===== config.mk =====
export PLATFORM = sky130hd
export DESIGN_NAME = pwr_clk_seq
export DESIGN_NICKNAME = d
export VERILOG_FILES = /design/src/rtl/pdc_pkg.sv /design/src/rtl/pdc_stab_cnt.sv /design/src/rtl/pdc_mode_fsm.sv /design/src/rtl/pdc_en_reg.sv /design/src/rtl/pwr_clk_seq.sv
export SDC_FILE = /design/constraint.sdc
export NUM_CORES = 1
export LEC_CHECK = 0
export BUFFER_PORTS_ARGS = -buffer_cell sky130_fd_sc_hd__buf_2
export CAP_MARGIN = 15
export CORE_MARGIN = 3
export CORE_UTILIZATION = 30
export DETAILED_ROUTE_END_ITERATION = 7
export PLACE_DENSITY = 0.42
export SLEW_MARGIN = 20
export SYNTH_ARGS = -nofsm -noshare
export SYNTH_HDL_FRONTEND = slang
export SYNTH_HIERARCHICAL = 1
export SYNTH_SLANG_ARGS = --single-unit

===== constraint.sdc =====
create_clock -name clk -period 2.25 [get_ports clk]
set_clock_uncertainty 0.1 [all_clocks]
set_input_delay 0.45 -clock clk [delete_from_list [all_inputs] [get_ports clk]]
set_output_delay 0.45 -clock clk [all_outputs]
set_load 0.05 [all_outputs]

===== src/rtl/pdc_pkg.sv =====
package pdc_pkg;

  typedef enum logic [1:0] {
    PM_RUN    = 2'b00,
    PM_IDLE   = 2'b01,
    PM_STOP   = 2'b10,
    PM_SETTLE = 2'b11
  } pm_mode_t;

  typedef struct packed {
    logic cpu;
    logic periph;
    logic osc;
  } pm_en_t;

  // clock enables implied by each mode
  function automatic pm_en_t en_of(pm_mode_t m);
    pm_en_t e;
    case (m)
      PM_RUN:  e = '{cpu: 1'b1, periph: 1'b1, osc: 1'b1};
      PM_IDLE: e = '{cpu: 1'b0, periph: 1'b1, osc: 1'b1};
      PM_STOP: e = '{cpu: 1'b0, periph: 1'b0, osc: 1'b0};
      default: e = '{cpu: 1'b0, periph: 1'b1, osc: 1'b1};
    endcase
    return e;
  endfunction

endpackage


===== src/rtl/pdc_stab_cnt.sv =====
module pdc_stab_cnt #(
  parameter int STAB_LOG2 = 17
) (
  input  logic clk,
  input  logic clr,
  input  logic inc,
  output logic done
);
  logic [STAB_LOG2-1:0] cnt_q;

  always_ff @(posedge clk) begin
    if (clr)      cnt_q <= '0;
    else if (inc) cnt_q <= cnt_q + 1'b1;
  end

  // last count of the window
  assign done = &cnt_q;
endmodule


===== src/rtl/pdc_mode_fsm.sv =====
module pdc_mode_fsm
  import pdc_pkg::*;
(
  input  logic     clk,
  input  logic     rst,
  input  logic     idle_req,
  input  logic     stop_req,
  input  logic     irq_pend,
  input  logic     settle_done,
  output pm_mode_t mode_nx,
  output pm_mode_t mode_q
);
  always_comb begin
    mode_nx = mode_q;
    if (rst) begin
      mode_nx = PM_SETTLE;
    end else begin
      case (mode_q)
        PM_RUN:    if (stop_req) mode_nx = PM_STOP;
                   else if (idle_req) mode_nx = PM_IDLE;
        PM_IDLE:   if (irq_pend) mode_nx = PM_RUN;
        PM_STOP:   if (irq_pend) mode_nx = PM_SETTLE;
        PM_SETTLE: if (settle_done) mode_nx = PM_RUN;
        default:   mode_nx = PM_SETTLE;
      endcase
    end
  end

  always_ff @(posedge clk) mode_q <= mode_nx;

  // stop takes priority over idle
  a_r6_stop_wins: assert property (@(posedge clk) disable iff (rst)
    (mode_q == PM_RUN && stop_req && idle_req) |=> mode_q == PM_STOP);

  // settle is held until the window ends, whatever the requests
  a_r9_settle_hold: assert property (@(posedge clk) disable iff (rst)
    (mode_q == PM_SETTLE && !settle_done) |=> mode_q == PM_SETTLE);
endmodule


===== src/rtl/pdc_en_reg.sv =====
module pdc_en_reg
  import pdc_pkg::*;
(
  input  logic       clk,
  input  logic       rst,
  input  pm_mode_t   mode_nx,
  input  logic       sub_keep,
  output logic       cpu_clk_en,
  output logic       periph_clk_en,
  output logic       main_osc_en,
  output logic       sub_osc_en,
  output logic [1:0] mode
);
  pm_en_t en_nx;
  assign en_nx = en_of(mode_nx);

  always_ff @(posedge clk) begin
    cpu_clk_en    <= en_nx.cpu;
    periph_clk_en <= en_nx.periph;
    main_osc_en   <= en_nx.osc;
    mode          <= mode_nx;
    sub_osc_en    <= rst ? 1'b0 : sub_keep;
  end
endmodule


===== src/rtl/pwr_clk_seq.sv =====
module pwr_clk_seq
  import pdc_pkg::*;
#(
  parameter int STAB_LOG2 = 17
) (
  input  logic       clk,
  input  logic       rst,
  input  logic       idle_req,
  input  logic       stop_req,
  input  logic       irq_pend,
  input  logic       sub_keep,
  output logic       cpu_clk_en,
  output logic       periph_clk_en,
  output logic       main_osc_en,
  output logic       sub_osc_en,
  output logic [1:0] mode
);
  pm_mode_t mode_nx, mode_q;
  logic     settle_done;
  logic     in_settle;

  assign in_settle = (mode_q == PM_SETTLE);

  pdc_stab_cnt #(.STAB_LOG2(STAB_LOG2)) u_cnt (
    .clk  (clk),
    .clr  (rst | ~in_settle),
    .inc  (in_settle),
    .done (settle_done)
  );

  pdc_mode_fsm u_fsm (
    .clk         (clk),
    .rst         (rst),
    .idle_req    (idle_req),
    .stop_req    (stop_req),
    .irq_pend    (irq_pend),
    .settle_done (settle_done),
    .mode_nx     (mode_nx),
    .mode_q      (mode_q)
  );

  pdc_en_reg u_out (
    .clk           (clk),
    .rst           (rst),
    .mode_nx       (mode_nx),
    .sub_keep      (sub_keep),
    .cpu_clk_en    (cpu_clk_en),
    .periph_clk_en (periph_clk_en),
    .main_osc_en   (main_osc_en),
    .sub_osc_en    (sub_osc_en),
    .mode          (mode)
  );

  // reset always lands in settle with the processor gated
  a_r1_reset_settle: assert property (@(posedge clk)
    rst |=> (mode == 2'b11 && !cpu_clk_en && main_osc_en));

  // stop shuts every main-domain clock
  a_r5_stop_all_off: assert property (@(posedge clk) disable iff (rst)
    (mode == 2'b10) |-> (!cpu_clk_en && !periph_clk_en && !main_osc_en));

  // interrupt ends idle on the next edge
  a_r7_idle_wake: assert property (@(posedge clk) disable iff (rst)
    (mode == 2'b01 && irq_pend) |=> (cpu_clk_en && mode == 2'b00));

  // interrupt ends stop through settle
  a_r8_stop_wake: assert property (@(posedge clk) disable iff (rst)
    (mode == 2'b10 && irq_pend) |=> (mode == 2'b11 && main_osc_en && !cpu_clk_en));

  // processor clock only with oscillator running
  a_r12_cpu_needs_osc: assert property (@(posedge clk) disable iff (rst)
    cpu_clk_en |-> main_osc_en);

  // subsystem oscillator tracks its configuration input
  a_r11_sub_follow: assert property (@(posedge clk) disable iff (rst)
    1'b1 |=> (sub_osc_en == $past(sub_keep)));
endmodule


Word-level counts from Yosys, hierarchy flattened
Cells that the tools add are included.

Bits in latches: 0. Logic and storage cells: 24. Bits in writable memories: 0. Input port bits: 6. Output and inout bits: 6. Bits in read-only memories: 0. Memories kept: 0. Register bits after elaboration: 23.

Shift-type cells: 0. Multiplexer cells: 8. Bitwise logic cells: 2. $add $sub $neg: 1. Multipliers: 0. Reductions and logical operators: 3. Divide/modulo/power cells: 0. $lt $le $gt $ge: 0. Equality and inequality tests: 4.

Operator list (number): $add 17x1->17 const B (1); $reduce_and 17->1 (1); $mux 2 (6); $pmux 2 s4 (1); $eq 2x2->1 const B (3); $pmux 3 s2 (1); $logic_not 2->1 (2); $eq 2x1->1 const B (1); $not 1->1 (1); $or 1x1->1 (1).

Depth between registers and ports, before layout
Gate-level depths: netlist of the first run.

Depth after elaboration: 6. Gate-level depth with buffers: 9. Mapped depth without buffers: 9.

Hierarchy
The synthesis of the first run kept the hierarchy.

Modules (own cells, without submodules): pdc_stab_cnt (instances 1, seq. area each 340.3 µm², area each 827.0 µm², cells an instance 92); pdc_en_reg (instances 1, seq. area each 100.1 µm², area each 131.4 µm², cells an instance 9); pdc_mode_fsm (instances 1, seq. area each 40.0 µm², area each 97.6 µm², cells an instance 12); pwr_clk_seq (instances 1, seq. area each 0.0 µm², area each 13.8 µm², cells an instance 2).

Worst setup path before layout of the first run
No wires, ideal clock.

Kind: register to register. Start point: register u_cnt.cnt_q[0]. End point: register u_out.main_osc_en. Buffers on the path: 0. Period minus slack after synthesis: 2.024 ns. Path slack: 0.226 ns. Setup time: 0.117 ns. Cell stages (with the launch flop): 10. Arrival: 1.807 ns. Data required time: 2.033 ns. Cells stage by stage: dfxtp_1 ha_1 nand4_2 or3_1 nor3_1 ha_1 nand2_1 o21ai_0 a31oi_1 nand2b_1.

RTL lines: start, declared (line pdc_stab_cnt.sv:9) `logic [STAB_LOG2-1:0] cnt_q;`; start signal, assigned (line pdc_stab_cnt.sv:13) `else if (inc) cnt_q <= cnt_q + 1'b1;`; end signal, assigned (line pdc_en_reg.sv:20) `main_osc_en <= en_nx.osc;`; end, declared (line pdc_en_reg.sv:10) `output logic main_osc_en,`.

==> results_dict.tcl, run 1 <==
set metrics [dict create \
    pwr-share-clk 0.396 \
    synth-compound-area-share 0.0877 \
    yosys_warnings 6 \
    final_core_util 0.375 \
    ys_ff_latch 24 \
    clkLatencyLatePin_ps 310 \
    hold_path.class "in2reg" \
    post-cts-setup-buffers 0 \
    remaining_drc_errors 0 \
    fp.coreArea_um2 3390 \
    fin_crit_sh 0.896 \
    area_delta_synth_final_pct 18.8 \
    switching_share 0.206 \
    grt_pass1_wl_um 3530 \
    cts_tree "built" \
    hold_viol 0 \
    p_per_area_nw_per_um2 622 \
    regToRegStartpoint "u_cnt/cnt_q[1]" \
    p_leak_nw 0.473 \
    pwr-share-comb 0.053 \
    cts_buffer_depth 2 \
    final_area_um2 1270 \
    hold_buffers 0 \
    die_area_um2 4320 \
    rsz0062_at_grt "no" \
    syn-num-nets 123 \
    synth_area_um2 1070 \
    synth_edf_count 0 \
    power.switching_mw 0.163 \
    worst_slew_margin_rel 0.743 \
    cts_buffers 3 \
    slowest_stage "dfxtp_2" \
    vias 871 \
    worstPathArrival_ps 2140 \
    setup_viol 0 \
    crit_chain "ha_2 > nand4_2 > or3_1 > nor3_1 > ha_1 > nand2_1 > o21ai_0 > a31oi_1 > nand2b_1" \
    detail-route-antenna-nets 0 \
    yosysSeqAreaShare 0.449 \
    wirelength_um 2090 \
    vias_per_cell 4.87 \
    sequentialPowerShare 0.551 \
    yosys.area_share.simple 0.310 \
    synth_cells 115 \
    wire_per_inst_um 11.7 \
    port-buffer-count 11 \
    synth_cell_types 32 \
    nFillCells 348 \
    reg2reg_setup_slack_ps 240 \
    synth-async-reset-ratio 0 \
    cp-start-kind "register" \
    path_clk_slew_ps 130 \
    fmaxAchievable_mhz 496 \
    htree_num_levels 1 \
    synth_fa_ha_area_frac 0.0234 \
    gp_congestion 0.715 \
    min-delay-start "sub_keep" \
    cp_max_fo 4 \
    synth.area.mux_share 0.0713 \
    rr_endpoint "u_out/main_osc_en" \
    yosys.area_share.xor_xnor 0.0327 \
    rows 21 \
    placed_area_um2 1210 \
    grt_antenna_before_repair 0 \
    io-pin-count 12 \
    ir_worst_vdd_mv 0.328 \
    start_util 0.316 \
    synth_top_family_by_area "simple AND/OR/NAND/NOR gates" \
    cts_root_buffer "clkbuf_4" \
    maxCapViolCount 0 \
    global_route.overflow_total 0 \
    r2r_cells 9 \
    internal-power_mw 0.629 \
    tns_ps 0 \
    avgSynthCellArea_um2 9.30 \
    fin_crit_ps 2010 \
    dp_hpwl_um 1570 \
    die_w_um 65.7 \
    drive_gt1_frac 0.248 \
    grt_max_degree 23 \
    whs_endpoint "u_out/sub_osc_en" \
    slew_violations 0 \
    status "complete, no violations" \
    hold_depth 2 \
    grt_pass1_vias 751 \
    crit_path_max_incr_delay_ps 390 \
    endpoint_kind "register" \
    drtPass1Iterations 4 \
    die_h_um 65.7 \
    final_nets 142 \
    drtIter0Drc 28 \
    cts_sinks 24 \
    n_antenna_cell 0 \
    crit_type "reg2reg" \
    worst_pin_slew_ps 384 \
    required_ps 2370 \
    final_common_cell "dfxtp_1" \
    synth-main-ff-cell "dfxtp_1" \
    layout_common_cells "dfxtp_1, nor2_1, buf_2, nand2_1" \
    grt_usage 0.109 \
]
-- how the worst max path moves through the flow --
stage	to	startpoint	cells after the start
after global routing	u_out/main_osc_en	u_cnt/cnt_q[1]	9
after floorplan	u_out/main_osc_en	u_cnt/cnt_q[0]	9
after detailed placement	u_out/main_osc_en	u_cnt/cnt_q[1]	9
after CTS	u_out/main_osc_en	u_cnt/cnt_q[1]	9
after global placement	u_out/main_osc_en	u_cnt/cnt_q[1]	9
final	u_out/main_osc_en	u_cnt/cnt_q[1]	9
-- cells by family after synthesis --
family                     count (synthesis)
xor gates and xnor gates                   4
AOI/OAI and AO/OA                         16
and+or+nand+nor                           56
adders and majority gates                  2
buffers and inverters                      6
muxes                                      7
DFF                                       24
-- critical path, delay by kind of cell (launching register included) --
kind	cells	cell delay [ps]
fa+ha+maj	2	380
simple gates	5	830
flops	1	390
compound gates	2	220
-- Yosys cell counts (2+ instances only) --
cell type  number  area [um^2]
mux2_2          5         56.3
ha_1            2         25.0
nand2_1         9         33.8
or4_1           3         22.5
nor2b_1         5         31.3
inv_1           2         7.51
o31ai_1         3         22.5
mux2i_1         2         20.0
or3_1           4         25.0
nor4_1          5         31.3
buf_1           2         7.51
xor2_1          3         26.3
nand4_1         7         43.8
nand3_1         2         10.0
nor2_1         12         45.0
o21ai_0         5         25.0
dfxtp_1        24          480
a21oi_1         6         30.0
-- power groups by stage --
stage	clock [mW]	combinational, mW	sequential (mW)
6_report	0.314	0.0418	0.436
5_1_grt	0.344	0.0474	0.437
4_1_cts	0.329	0.0423	0.435
3_5_place_dp	0	0.0422	0.444
3_3_place_gp	0	0.0414	0.444
2_1_floorplan	0	0.0204	0.450
-- metal layers --
metal	share of wire	wire length, um	GRT usage
met5	0	0	0
met4	0.0081	17	0.0544
met3	0.022	47	0.0256
met2	0.47	989	0.159
met1	0.50	1040	0.147
-- area by class of cell --
type                       count  area (um^2)  area share
clock buffer                   3         22.5      0.0177
clock inverter                 1         30.0      0.0236
inverter                       2         7.51     0.00591
multi-input combinational     85          564       0.444
sequential                    24          482       0.379
tap                           46         57.6      0.0453
timing repair buffer          18          108      0.0846
-- state kept, by name, summed over array words and instances, names as in the netlist --
register / flops
u_out/mode: 2
u_out/cpu_clk_en: 1
u_out/sub_osc_en: 1
u_cnt/cnt_q: 17
u_fsm/mode_q: 2
u_out/main_osc_en: 1
-- per-stage QoR --
step / power [mW] / instances / hold WS [ps] / setup slack, ps
after detailed placement: 0.487 / 175 / 398 / 156
after CTS: 0.806 / 179 / 222 / 141
after floorplan: 0.470 / 115 / 367 / 226
after global placement: 0.486 / 175 / 401 / 199
after global routing: 0.829 / 179 / 219 / 0.774
final: 0.791 / 179 / 242 / 235
-- repair_timing --
item,4_1_cts,5_1_grt
resized for setup,0,2
setup endpoints to repair,0,1
hold endpoints to repair,0,0
No activity file was read; power rests on OpenSTA's default activity.
==> inputs of run 2 (changes only) <==
- CORE_UTILIZATION: 30 -> 50
- MAX_ROUTING_LAYER: default -> met4
- PLACE_DENSITY: 0.42 -> 0.66
==> run 2 against run 1 <==
- utilization grew 22 points
- register-to-register slack worse by 110 ps
- total power decreased by 17%
- sequential power hardly changed
- critical path depth unchanged
- global-route usage up 5.7 points
- via count unchanged
- sequential share of layout area up 2.8 points
==> results_dict.tcl, run 2 (synthesized netlist as in run 1, its figures left out) <==
set metrics [dict create \
    status "complete, no violations" \
    crit_chain "ha_1 > nand4_2 > or3_1 > nor3_1 > ha_1 > nand2_1 > o21ai_0 > a31oi_1 > nand2b_1" \
    drive_gt1_frac 0.211 \
    cp_max_fo 4 \
    final.setup.worst_slack_ps 130 \
    maxCapViolCount 0 \
    required_ps 2360 \
    placed_area_um2 1160 \
    dp_slack_ps 143 \
    endpoint_kind "register" \
    largest_register_ffs 17 \
    wire_per_inst_um 12.8 \
    drtIter0Drc 16 \
    vias_per_cell 5.62 \
    p_leak_nw 0.441 \
    fmaxAchievable_mhz 472 \
    hold_path.class "in2reg" \
    setup_viol 0 \
    fin_total_pwr_mw 0.659 \
    crit_type "reg2reg" \
    hold_slack_ps 244 \
    worst_slew_margin_rel 0.760 \
    grt_max_degree 23 \
    die_area_um2 2730 \
    path_clk_slew_ps 130 \
    ir_worst_vdd_mv 0.313 \
    die_w_um 52.3 \
    cts_buffer_depth 2 \
    vias 871 \
    largestRegisters "u_cnt/cnt_q (17), u_fsm/mode_q (2), u_out/mode (2)" \
    p_per_area_nw_per_um2 556 \
    io-pin-count 12 \
    rsz0062_at_grt "no" \
    cts_tree "built" \
    layout_common_cells "dfxtp_1, nor2_1, buf_2, nand2_1, nand4_1" \
    rows 16 \
    fin_cells 155 \
    die_h_um 52.3 \
    grt_pass1_wl_um 3280 \
    dp_hpwl_um 1450 \
    grt_usage 0.165 \
    slew_violations 0 \
    remaining_drc_errors 0 \
    crit_path_max_incr_delay_ps 420 \
    n_antenna_cell 0 \
    cts_buffers 3 \
    port-buffer-count 11 \
    fin_crit_sh 0.942 \
    htree_num_levels 1 \
    wirelength_um 1990 \
    cp-start-kind "register" \
    detail-route-antenna-nets 0 \
    global_route.overflow_total 0 \
    top_register "u_cnt/cnt_q" \
    grt_pass1_vias 738 \
    crit_top_cell "ha_1" \
    tns_ps 0 \
    fp.coreArea_um2 2000 \
    placed_cells 152 \
    worstPathArrival_ps 2230 \
    gp_congestion 0.747 \
    start_util 0.534 \
    worst_pin_slew_ps 360 \
    drtPass1Iterations 4 \
    slowest_stage "dfxtp_1" \
    final_nets 138 \
    cts_root_buffer "clkbuf_4" \
    final_core_util 0.592 \
    clkLatencyLatePin_ps 310 \
    fin_crit_ps 2120 \
    grt_antenna_before_repair 0 \
    hold_viol 0 \
    final_common_cell "dfxtp_1" \
    cts_sinks 24 \
    area_delta_synth_final_pct 10.8 \
    final_area_um2 1180 \
    nFillCells 185 \
]
-- run 2: cell count changes in the layout (fill, tap and decap cells not counted), sizes merged --
cell / delta
bufinv: -1
buf: -4
-- run 2: path summary, 6_finish.rpt --
kind,start,endpoint,slack (ps),cells past startpoint
worst max-delay path,u_cnt/cnt_q[1],u_out/main_osc_en,130,9
worst max register to register,u_cnt/cnt_q[1],u_out/main_osc_en,130,9
worst min-delay path,rst,u_out/sub_osc_en,240,2
worst min register to register,u_cnt/cnt_q[16],u_cnt/cnt_q[16],430,2
-- run 2: repair_timing --
item                       CTS  global route
hold buffers                 0             0
gates resized for setup      0             1
setup buffers                0             0
setup endpoints to repair    0             1
-- run 2: metal layers --
layer,GRT usage,part of all wire,up-vias
met5,-,0,-
met4,0.0638,0.014,0
met3,0.0342,0.041,4
met2,0.249,0.46,19
met1,0.218,0.49,403
li1,-,-,445
-- run 2: layout make-up --
cell class	count	area (um^2)	area share
sequential	24	482	0.407
inverter	2	7.51	0.00634
timing repair buffer	14	77.6	0.0655
tap	27	33.8	0.0285
multi-input combinational	85	562	0.474
clock buffer	3	22.5	0.0190
-- run 2: worst max-delay path: cells and delay by family, from the launching register on --
family	cells	cell delay (ps)
simple gates	5	860
flops	1	420
fa+ha+maj	2	400
compound gates	2	240
-- run 2: report_power, final --
part | leakage [nW] | switching, mW | total, mW | internal (mW)
Sequential | 0.195 | 0.00563 | 0.437 | 0.431
Combinational | 0.233 | 0.0232 | 0.0388 | 0.0156
Clock | 0.0138 | 0.121 | 0.183 | 0.0625
